$ cat src/rtl/feb_pkg.sv
package feb_pkg;
  localparam int unsigned N_SENSOR      = 2;
  localparam int unsigned N_SUPPLY      = 2 * N_SENSOR;
  localparam int unsigned N_SW          = 2 * N_SENSOR;
  localparam int unsigned CTRL_W        = 2 * N_SUPPLY + N_SW;
  localparam int unsigned ADC_W         = 16;
  localparam int unsigned CH_PER_SENSOR = 16;
  localparam int unsigned N_CHAN        = N_SENSOR * CH_PER_SENSOR;
  localparam int unsigned CH_IDX_W      = $clog2(N_CHAN);
  localparam int unsigned ADDR_W        = 6;
  localparam int unsigned DATA_W        = 16;

  localparam logic [ADDR_W-1:0] A_CTRL = ADDR_W'(0);
  localparam logic [ADDR_W-1:0] A_OC   = ADDR_W'(1);
  localparam logic [ADDR_W-1:0] A_ADC  = ADDR_W'(16);

  localparam logic [7:0] CMD_PWR = 8'h01;
  localparam logic [7:0] CMD_SW  = 8'h02;

  typedef struct packed {
    logic [N_SW-1:0]     sw;
    logic [N_SUPPLY-1:0] dis;
    logic [N_SUPPLY-1:0] ena;
  } ctrl_t;
endpackage

$ cat src/rtl/feb_spi_rx.sv
module feb_spi_rx #(
  parameter int unsigned W = 16
) (
  input  logic         clk_i,
  input  logic         rst_ni,
  input  logic         sck_i,
  input  logic         cs_ni,
  input  logic         mosi_i,
  output logic         frame_start_o,
  output logic         frame_end_o,
  output logic         word_valid_o,
  output logic [W-1:0] word_o,
  output logic         partial_o
);
  localparam int unsigned BW = $clog2(W);

  logic [1:0]    sck_sy, cs_sy, mosi_sy;
  logic          sck_d, cs_d;
  logic [BW-1:0] bit_cnt_q;
  logic [W-1:0]  sh_q;
  logic          valid_q;
  logic          sck_rise;

  always_ff @(posedge clk_i or negedge rst_ni) begin
    if (!rst_ni) begin
      sck_sy  <= '0;
      cs_sy   <= '1;
      mosi_sy <= '0;
      sck_d   <= 1'b0;
      cs_d    <= 1'b1;
    end else begin
      sck_sy  <= {sck_sy[0], sck_i};
      cs_sy   <= {cs_sy[0], cs_ni};
      mosi_sy <= {mosi_sy[0], mosi_i};
      sck_d   <= sck_sy[1];
      cs_d    <= cs_sy[1];
    end
  end

  assign sck_rise      = sck_sy[1] & ~sck_d;
  assign frame_start_o = ~cs_sy[1] & cs_d;
  assign frame_end_o   = cs_sy[1] & ~cs_d;

  always_ff @(posedge clk_i or negedge rst_ni) begin
    if (!rst_ni) begin
      bit_cnt_q <= '0;
      sh_q      <= '0;
      valid_q   <= 1'b0;
    end else begin
      valid_q <= 1'b0;
      if (frame_start_o) begin
        bit_cnt_q <= '0;
      end else if (!cs_sy[1] && sck_rise) begin
        sh_q <= {sh_q[W-2:0], mosi_sy[1]};
        if (bit_cnt_q == BW'(W - 1)) begin
          bit_cnt_q <= '0;
          valid_q   <= 1'b1;
        end else begin
          bit_cnt_q <= bit_cnt_q + BW'(1);
        end
      end
    end
  end

  assign word_valid_o = valid_q;
  assign word_o       = sh_q;
  assign partial_o    = (bit_cnt_q != '0);
endmodule

$ cat src/rtl/feb_adc_mirror.sv
module feb_adc_mirror #(
  parameter int unsigned N = 32,
  parameter int unsigned W = 16,
  localparam int unsigned IW = $clog2(N),
  localparam int unsigned CW = $clog2(N + 2)
) (
  input  logic          clk_i,
  input  logic          rst_ni,
  input  logic          frame_start_i,
  input  logic          frame_end_i,
  input  logic          partial_i,
  input  logic          word_valid_i,
  input  logic [W-1:0]  word_i,
  input  logic [IW-1:0] rd_idx_i,
  output logic [W-1:0]  rd_data_o
);
  logic [CW-1:0] cnt_q;
  logic [W-1:0]  stage_q [N];
  logic [W-1:0]  live_q  [N];
  logic          commit;

  // counts up to N+1 so that an overlong frame is also refused
  always_ff @(posedge clk_i or negedge rst_ni) begin
    if (!rst_ni)                                  cnt_q <= '0;
    else if (frame_start_i)                       cnt_q <= '0;
    else if (word_valid_i && cnt_q <= CW'(N))     cnt_q <= cnt_q + CW'(1);
  end

  assign commit = frame_end_i && (cnt_q == CW'(N)) && !partial_i;

  for (genvar i = 0; i < N; i++) begin : g_ch
    always_ff @(posedge clk_i) begin
      if (word_valid_i && cnt_q == CW'(i)) stage_q[i] <= word_i;
    end
    always_ff @(posedge clk_i or negedge rst_ni) begin
      if (!rst_ni)     live_q[i] <= '0;
      else if (commit) live_q[i] <= stage_q[i];
    end
  end

  assign rd_data_o = live_q[rd_idx_i];
endmodule

$ cat src/rtl/feb_uart_tx.sv
module feb_uart_tx #(
  parameter int unsigned CLKS_PER_BIT = 16
) (
  input  logic       clk_i,
  input  logic       rst_ni,
  input  logic       start_i,
  input  logic [7:0] data_i,
  output logic       tx_o,
  output logic       busy_o
);
  localparam int unsigned CW = $clog2(CLKS_PER_BIT + 1);

  logic [9:0]    sh_q;
  logic [3:0]    bits_q;
  logic [CW-1:0] cnt_q;
  logic          busy_q;

  always_ff @(posedge clk_i or negedge rst_ni) begin
    if (!rst_ni) begin
      sh_q   <= '1;
      bits_q <= '0;
      cnt_q  <= '0;
      busy_q <= 1'b0;
    end else if (!busy_q) begin
      if (start_i) begin
        sh_q   <= {1'b1, data_i, 1'b0};
        bits_q <= '0;
        cnt_q  <= '0;
        busy_q <= 1'b1;
      end
    end else if (cnt_q == CW'(CLKS_PER_BIT - 1)) begin
      cnt_q  <= '0;
      sh_q   <= {1'b1, sh_q[9:1]};
      bits_q <= bits_q + 4'd1;
      if (bits_q == 4'd9) busy_q <= 1'b0;
    end else begin
      cnt_q <= cnt_q + CW'(1);
    end
  end

  assign tx_o   = busy_q ? sh_q[0] : 1'b1;
  assign busy_o = busy_q;
endmodule

$ cat src/rtl/feb_bridge.sv
module feb_bridge
  import feb_pkg::*;
#(
  parameter int unsigned CLKS_PER_BIT = 16
) (
  input  logic                clk_i,
  input  logic                rst_ni,
  input  logic                we_i,
  input  logic [ADDR_W-1:0]   addr_i,
  input  logic [DATA_W-1:0]   wdata_i,
  output logic [DATA_W-1:0]   rdata_o,
  input  logic [N_SUPPLY-1:0] oc_i,
  output logic [N_SUPPLY-1:0] pwr_en_o,
  output logic [N_SUPPLY-1:0] pwr_dis_o,
  output logic [N_SW-1:0]     sw_o,
  input  logic                spi_sck_i,
  input  logic                spi_cs_ni,
  input  logic                spi_mosi_i,
  output logic                uart_tx_o
);
  ctrl_t               ctrl_q, eff, snap_q;
  logic [N_SUPPLY-1:0] oc_s1, oc_s2, flag_q, clr;
  logic                ctrl_wr, pending_q, active_q, take, tx_start, tx_busy;
  logic [1:0]          idx_q;
  logic [7:0]          tx_byte;
  logic                wdata_unused;

  assign wdata_unused = ^wdata_i[DATA_W-1:CTRL_W];
  assign ctrl_wr      = we_i && (addr_i == A_CTRL);
  assign clr          = (we_i && addr_i == A_OC) ? wdata_i[N_SUPPLY-1:0] : '0;

  always_comb begin
    eff     = ctrl_q;
    eff.ena = ctrl_q.ena & ~flag_q;
  end

  assign pwr_en_o  = eff.ena;
  assign pwr_dis_o = ctrl_q.dis;
  assign sw_o      = ctrl_q.sw;

  assign take     = pending_q && !active_q;
  assign tx_start = active_q && !tx_busy;

  always_ff @(posedge clk_i or negedge rst_ni) begin
    if (!rst_ni) begin
      ctrl_q    <= '0;
      oc_s1     <= '0;
      oc_s2     <= '0;
      flag_q    <= '0;
      pending_q <= 1'b0;
      active_q  <= 1'b0;
      idx_q     <= '0;
      snap_q    <= '0;
    end else begin
      oc_s1  <= oc_i;
      oc_s2  <= oc_s1;
      if (ctrl_wr) ctrl_q <= ctrl_t'(wdata_i[CTRL_W-1:0]);
      // set has priority over a clear in the same cycle
      flag_q    <= (flag_q & ~clr) | oc_s2;
      pending_q <= (pending_q && !take) || ctrl_wr || (|(oc_s2 & ~flag_q));
      if (take) begin
        active_q <= 1'b1;
        idx_q    <= '0;
        snap_q   <= eff;
      end else if (tx_start) begin
        idx_q <= idx_q + 2'd1;
        if (idx_q == 2'd3) active_q <= 1'b0;
      end
    end
  end

  always_comb begin
    unique case (idx_q)
      2'd0:    tx_byte = CMD_PWR;
      2'd1:    tx_byte = 8'({snap_q.dis, snap_q.ena});
      2'd2:    tx_byte = CMD_SW;
      default: tx_byte = 8'(snap_q.sw);
    endcase
  end

  feb_uart_tx #(.CLKS_PER_BIT(CLKS_PER_BIT)) u_tx (
    .clk_i   (clk_i),
    .rst_ni  (rst_ni),
    .start_i (tx_start),
    .data_i  (tx_byte),
    .tx_o    (uart_tx_o),
    .busy_o  (tx_busy)
  );

  logic               f_start, f_end, w_valid, partial;
  logic [ADC_W-1:0]   w_data, adc_rd;
  logic [ADDR_W-1:0]  adc_off;
  logic               in_adc;

  feb_spi_rx #(.W(ADC_W)) u_spi (
    .clk_i         (clk_i),
    .rst_ni        (rst_ni),
    .sck_i         (spi_sck_i),
    .cs_ni         (spi_cs_ni),
    .mosi_i        (spi_mosi_i),
    .frame_start_o (f_start),
    .frame_end_o   (f_end),
    .word_valid_o  (w_valid),
    .word_o        (w_data),
    .partial_o     (partial)
  );

  assign adc_off = addr_i - A_ADC;
  assign in_adc  = (addr_i >= A_ADC) && (adc_off < ADDR_W'(N_CHAN));

  feb_adc_mirror #(.N(N_CHAN), .W(ADC_W)) u_mirror (
    .clk_i         (clk_i),
    .rst_ni        (rst_ni),
    .frame_start_i (f_start),
    .frame_end_i   (f_end),
    .partial_i     (partial),
    .word_valid_i  (w_valid),
    .word_i        (w_data),
    .rd_idx_i      (adc_off[CH_IDX_W-1:0]),
    .rd_data_o     (adc_rd)
  );

  always_comb begin
    rdata_o = '0;
    if (addr_i == A_CTRL)    rdata_o = DATA_W'(ctrl_q);
    else if (addr_i == A_OC) rdata_o = DATA_W'(flag_q);
    else if (in_adc)         rdata_o = DATA_W'(adc_rd);
  end
endmodule

$ cat config.mk
export PLATFORM = sky130hd
export DESIGN_NAME = feb_bridge
export DESIGN_NICKNAME = d
export VERILOG_FILES = /design/src/rtl/feb_pkg.sv /design/src/rtl/feb_spi_rx.sv /design/src/rtl/feb_adc_mirror.sv /design/src/rtl/feb_uart_tx.sv /design/src/rtl/feb_bridge.sv
export SDC_FILE = /design/constraint.sdc
export NUM_CORES = 1
export LEC_CHECK = 0
export BUFFER_PORTS_ARGS = -buffer_cell sky130_fd_sc_hd__buf_2
export CAP_MARGIN = 0
export CORE_AREA = 2 2 504 306
export CTS_CLUSTER_DIAMETER = 100
export DETAILED_ROUTE_END_ITERATION = 10
export DIE_AREA = 0 0 506 308
export PLACE_DENSITY = 0.52
export SETUP_SLACK_MARGIN = 0.3
export SLEW_MARGIN = 20
export SYNTH_ARGS = -nofsm -noshare
export SYNTH_HDL_FRONTEND = slang
export SYNTH_SLANG_ARGS = --single-unit
$ cat constraint.sdc
create_clock -name clk_i -period 5.2 [get_ports clk_i]
set_clock_uncertainty 0.05 [all_clocks]
set_input_delay 1.04 -clock clk_i [delete_from_list [all_inputs] [get_ports clk_i]]
set_output_delay 1.04 -clock clk_i [all_outputs]
set_load 0.02 [all_outputs]
==> results of run 1 <==
[flip-flops by register name, summed over array words and instances, names as in the netlist, 5 cells and up]
name,cells
u_tx.cnt_q,5
u_tx.sh_q,9
snap_q,12
u_spi.word_o,16
u_mirror.cnt_q,6
u_mirror.live_q,512
u_mirror.stage_q,512
[cells in the final DEF, fill, tap and decap left out, drive strengths merged, types with 4 or more instances in the layout]
| cell | synthesis | layout |
|---|---|---|
| a2111oi | 8 | 8 |
| a211oi | 10 | 10 |
| a21o | 6 | 6 |
| a21oi | 32 | 32 |
| a221oi | 24 | 24 |
| a22o | 16 | 16 |
| a22oi | 34 | 34 |
| a311oi | 4 | 4 |
| a31oi | 10 | 10 |
| and2 | 32 | 32 |
| buf | 100 | 180 |
| bufinv | 0 | 5 |
| clkbuf | 34 | 143 |
| clkinv | 0 | 29 |
| dfrtp | 594 | 594 |
| dfstp | 12 | 12 |
| edfxtp | 512 | 512 |
| ha | 15 | 15 |
| inv | 18 | 21 |
| mux2 | 590 | 590 |
| mux2i | 132 | 132 |
| mux4 | 48 | 48 |
| nand2 | 40 | 40 |
| nand2b | 10 | 10 |
| nand3 | 14 | 14 |
| nor2 | 34 | 34 |
| nor2b | 25 | 25 |
| nor3 | 14 | 14 |
| nor4 | 6 | 6 |
| o21ai | 28 | 28 |
| o22ai | 24 | 24 |
| xor2 | 4 | 4 |
[stage by stage]
stage                     worst slack [ns]  area, um2  instances
final                                0.480      51400       4723
after global routing                 0.325      51400       4721
after CTS                            0.402      51400       4720
after detailed placement             0.410      48100       4537
after global placement               0.491      48100       4537
after floorplan                      0.921      45200       2458
[logic make-up (layout without fill, tap and decap cells)]
family	after synthesis	in the layout	synth area share (%)
muxes	770	770	24.0
buffers and inverters	152	381	2.43
AOI/OAI and AO/OA	209	209	3.24
and+or+nand+nor	189	189	2.17
adders and majority gates	15	15	0.415
other	0	2	0
DFF	1118	1118	67.6
xor gates and xnor gates	5	5	0.0969
[final timing paths]
kind / end / from / cells after the start / slack (ns)
worst max register to register: u_mirror.live_q[417]$_DFFE_PN0P_ / u_mirror.cnt_q[0]$_DFFE_PN0P_ / 7 / 1.42
min in group clk_i: u_spi.cs_sy[1]$_DFF_PN1_ / u_spi.cs_sy[0]$_DFF_PN1_ / 0 / 0.29
worst max-delay path: rdata_o[3] / addr_i[0] / 9 / 0.48
worst min register to register: u_spi.cs_sy[1]$_DFF_PN1_ / u_spi.cs_sy[0]$_DFF_PN1_ / 0 / 0.29
max in group asynchronous: u_mirror.live_q[448]$_DFFE_PN0P_ / rst_ni / 2 / 3.52
worst min-delay path: u_mirror.live_q[217]$_DFFE_PN0P_ / rst_ni / 1 / 0.25
[metal layers]
| metal | part of all wire, % | vias to the layer above |
|---|---|---|
| met5 | 0 | - |
| met4 | 1.6 | 0 |
| met3 | 4.7 | 138 |
| met2 | 41 | 482 |
| met1 | 52 | 12100 |
| li1 | - | 9547 |
[final cells by class]
class                           instances  area [um2]  share of cell area [%]
Sequential cell                      1118       30600                    59.5
Multi-Input combinational cell       1188       13600                    26.4
Clock buffer                          143        2910                    5.66
Tap cell                             2034        2540                    4.95
Timing Repair Buffer                  180        1430                    2.78
Clock inverter                         40         332                   0.645
Inverter                               18        67.6                   0.131
Antenna cell                            2        5.00                 0.00974
[power by group]
group	switching (mW)	total (mW)	leakage, nW	internal (mW)
Combinational	0.477	0.675	8.23	0.198
Sequential	0.167	9.55	13.0	9.38
Clock	3.33	7.46	1.60	4.13
==> impl_metrics.toml, run 1 <==
[clock_network]
cts.repair.resized = 0
clockBufferDepth = 3
htreeDepth = 3
cts_sinks = 1118
cts_tree = "built"
cts.clk_slew.worst_paths_ns = 0.06
cts_buffers = 97
cts_setup_buffers = 0
clock-root-buffer = "clkbuf_16"
ctsHoldBuffers = 0
insertion_delay_ns = 0.70

[route]
drc = 0
routed-via-count = 22300
wire_per_inst_um = 23.7
wl_um = 112000
via_per_inst = 4.72
first_iter_violations = 2085
antenna_left = 0
drtPass1Iterations = 7

[synthesis]
syn_area_per_cell_um2 = 18.4
synth_top_area_cell = "edfxtp_1"
async_reset_ff_share_pct = 54.2
syn-num-nets = 2505
netlist_area_um2 = 45200
yosys_warnings = 0
seq_area_frac_synth_pct = 67.6
synthTopCellsByCount = "594 x dfrtp_1, 512 x edfxtp_1, 480 x mux2_4, 132 x mux2i_1, 110 x mux2_2"
synth_top_area_share_pct = 34.0
yosysMostFrequentCell = "dfrtp_1"
ys_seq_elements = 1118
synth_area_leaders = "edfxtp_1 34%, dfrtp_1 33%, mux2_4 16%"
synth_edf_count = 512
synth_flop_cell = "dfrtp_1"
synth_cell_type_count = 56
synthCells = 2458

[die]
dieArea_um2 = 156000
initial_core_util_pct = 29.8
io_pins = 61
core_area_um2 = 151000
rows = 111
chipWidth_um = 506
die_y_um = 308

[critical_path]
worst-path-buf-inv = 4
critPathSlowestCell = "and2_1"
cp_top_family = "compound AO/OA/AOI/OAI gates"
critPathRequiredTime_ns = 4.11
critPathMaxFanout = 39
cp-end-kind = "output port"
cp-start-kind = "input pin"
critPathKind = "in -> out"
arrival_ns = 3.63
cp_slowest_stage_delay_ns = 0.43
cp_cell_sequence = "buf_6, buf_12, and2_1, a22o_1, a221oi_1, buf_4, o22ai_1, a311oi_1, buf_2"

[placed_design]
gp_congestion = 0.800
io_buffer_count = 56
hpwl_um = 68600

[global_routing]
grt_pass1_wl_um = 166000
grt_start_max_net_pins = 143
grt.total_usage_pct = 14.3
globalRoute.totalOverflow = 0
antenna_found_initial = 13
use_met1_pct = 23.2
grt_pass1_vias = 23800
busiest_layer = "met1"
grtUsageMet3_pct = 2.24
met2_usage_pct = 19.8

[run]
maxCapViolations = 0

[sta]
finalCritPeriodShare_pct = 90.8
timing.max_slew.rel_slack_pct = 23.3
worst_pin_slew_ns = 1.15
fin_hold_ws_ns = 0.252
fin_tns_setup_ns = 0
setup_violations = 0
final_max_slew_viol_count = 0
post-route-min-period_ns = 4.72
hold_viol = 0
rsz0062_at_grt = "no"
fmax_ghz = 0.212

[final_layout]
post-route-util_pct = 34.0
nFillCells = 14400
finalNetCount = 2650
synthToLayoutAreaGrowth_pct = 13.8
drive_above_1_share_pct = 37.1

[power]
leakage_nw = 22.8
p_total_mw = 17.7
irDropWorstVdd_v = 0.000237
power_density_nw_per_um2 = 344

[outcome]
outcome = "finished clean"

[worst_hold_path]
hold_class = "in -> async"
Note: power is estimated with default switching activity, not from simulation.
==> inputs of run 2 (changes only) <==
Settings changed: REMOVE_ABC_BUFFERS from default to 1.
==> run 2 against run 1 <==
  * Setup slack got worse by 0.048 ns
  * Global-route usage rose by 0.13 points
  * Total power barely moved
  * Core utilization did not move
  * Register-to-register slack improved by 0.11 ns
  * First-iteration DRC count fell by 7.3%
  * Design area did not move
  * Worst hold slack improved by 0.046 ns
  * Die area did not move
  * Sequential share of layout area did not move
  * Largest cell class unchanged
  * Highest routed layer unchanged
==> impl_metrics.toml, run 2 (same netlist as run 1, synthesis figures left out) <==
[critical_path]
critPathMaxFanout = 31
cp-end-kind = "output port"
timing.rr.start = "u_mirror.cnt_q[0]$_DFFE_PN0P_"
cp_cell_sequence = "buf_8, buf_4, mux4_2, mux2_2, a221oi_1, buf_4, nor3_1, buf_2"
rrSetupSlack_ns = 1.53
critPathKind = "in -> out"
arrival_ns = 3.68
critPathRequiredTime_ns = 4.11
r2r-end = "u_mirror.live_q[12]$_DFFE_PN0P_"
cp-start-kind = "input pin"
cpMostUsedCell = "buf_4"
cp_slowest_stage_delay_ns = 0.54
rr_worst_depth = 7
critPathSlowestCell = "mux4_2"

[sta]
timing.max_slew.rel_slack_pct = 22.1
fin_hold_ws_ns = 0.298
hold_viol = 0
finalCritPeriodShare_pct = 91.7
post-route-min-period_ns = 4.77
worst_pin_slew_ns = 1.17
final_max_slew_viol_count = 0
fmax_ghz = 0.210
setup_violations = 0
rsz0062_at_grt = "no"

[final_layout]
drive_above_1_share_pct = 37.1
mostFrequentLayoutCell = "dfrtp_1"
multi_input_area_um2 = 13600
finalNetCount = 2651
final_cell_mix = "587 x dfrtp_1, 512 x edfxtp_1, 480 x mux2_4, 132 x mux2i_1, 110 x mux2_2"
nFillCells = 14400
stdcell_area_um2 = 51400
post-route-util_pct = 34.0
regArea_um2 = 30600
synthToLayoutAreaGrowth_pct = 13.8

[clock_network]
cts_setup_buffers = 0
cts.clk_slew.worst_paths_ns = 0.06
insertion_delay_ns = 0.70
cts_tree = "built"
cts_sinks = 1118
cts_buffers = 100
clockBufferDepth = 3
clock-root-buffer = "clkbuf_16"
htreeDepth = 3

[route]
via_per_inst = 4.73
drc = 0
wl_um = 113000
first_iter_violations = 1932
drtPass1Iterations = 7
routed-via-count = 22400
wire_per_inst_um = 24.0
antenna_left = 0

[global_routing]
grt.total_usage_pct = 14.4
globalRoute.totalOverflow = 0
grt_pass1_wl_um = 167000
antenna_found_initial = 11
grt_pass1_vias = 23800
grt_start_max_net_pins = 156

[worst_hold_path]
hold_class = "reg -> reg"
hp-start = "oc_s1[2]$_DFF_PN0_"
min_path_cells = 0
whs_endpoint = "oc_s2[2]$_DFF_PN0_"

[die]
dieArea_um2 = 156000
chipWidth_um = 506
die_y_um = 308
io_pins = 61
core_area_um2 = 151000
rows = 111
initial_core_util_pct = 29.8

[run]
maxCapViolations = 0

[power]
power_density_nw_per_um2 = 344
leakage_nw = 22.8
irDropWorstVdd_v = 0.000258
p_total_mw = 17.7

[placed_design]
gp_congestion = 0.801
hpwl_um = 70300
detailed_place.area_um2 = 48100
io_buffer_count = 56

[outcome]
outcome = "finished clean"
## run 2: stage by stage
step | instances | setup slack (ns) | setup TNS (ns)
5_1_grt | 4723 | 0.312 | 0
6_report | 4725 | 0.433 | 0
3_5_place_dp | 4535 | 0.239 | 0
2_1_floorplan | 2324 | -14.82 | -7444.17
4_1_cts | 4722 | 0.358 | 0
3_3_place_gp | 4535 | 0.238 | 0
## run 2: how the worst max path moves through the flow
| stage | start | end | slack (ns) | cells after the start |
|---|---|---|---|---|
| final | addr_i[0] | rdata_o[4] | 0.43 | 8 |
| after CTS | addr_i[0] | rdata_o[4] | 0.36 | 8 |
| after global placement | addr_i[5] | rdata_o[4] | 0.24 | 11 |
| after detailed placement | addr_i[5] | rdata_o[4] | 0.24 | 11 |
| after global routing | addr_i[0] | rdata_o[4] | 0.31 | 8 |
| after floorplan | u_mirror.cnt_q[0]$_DFFE_PN0P_ | u_mirror.live_q[102]$_DFFE_PN0P_ | -14.82 | 5 |
## run 2: report_power, final
group / total, mW / switching (mW) / internal [mW]
Combinational: 0.665 / 0.466 / 0.200
Sequential: 9.57 / 0.190 / 9.38
Clock: 7.46 / 3.32 / 4.14
## run 2: final cells by class
type	instances	share of cell area, %
Clock buffer	151	5.70
Timing Repair Buffer	178	2.75
Multi-Input combinational cell	1188	26.4
Tap cell	2034	4.95
Antenna cell	2	0.00974
Inverter	18	0.131
Clock inverter	36	0.613
Sequential cell	1118	59.5
## run 2: what timing repair did
action / 4_1_cts / 5_1_grt
setup endpoints to repair: 3 / 1
resized for setup: 2 / 1
hold buffers: 0 / 0
## run 2: critical path, delay by kind of cell
family	cells	cell delay [ns]
AO/OA/AOI/OAI	1	0.36
multiplexers	2	0.86
AND/OR/NAND/NOR	1	0.11
buffers and inverters	4	1.16
## run 2: metal layers
layer	global-route usage, %	wire (um)	vias to the layer above
met5	0	0	-
met4	3.20	2160	0
met3	2.63	6280	152
met2	21.2	49000	537
met1	22.1	56000	12100
li1	-	-	9564
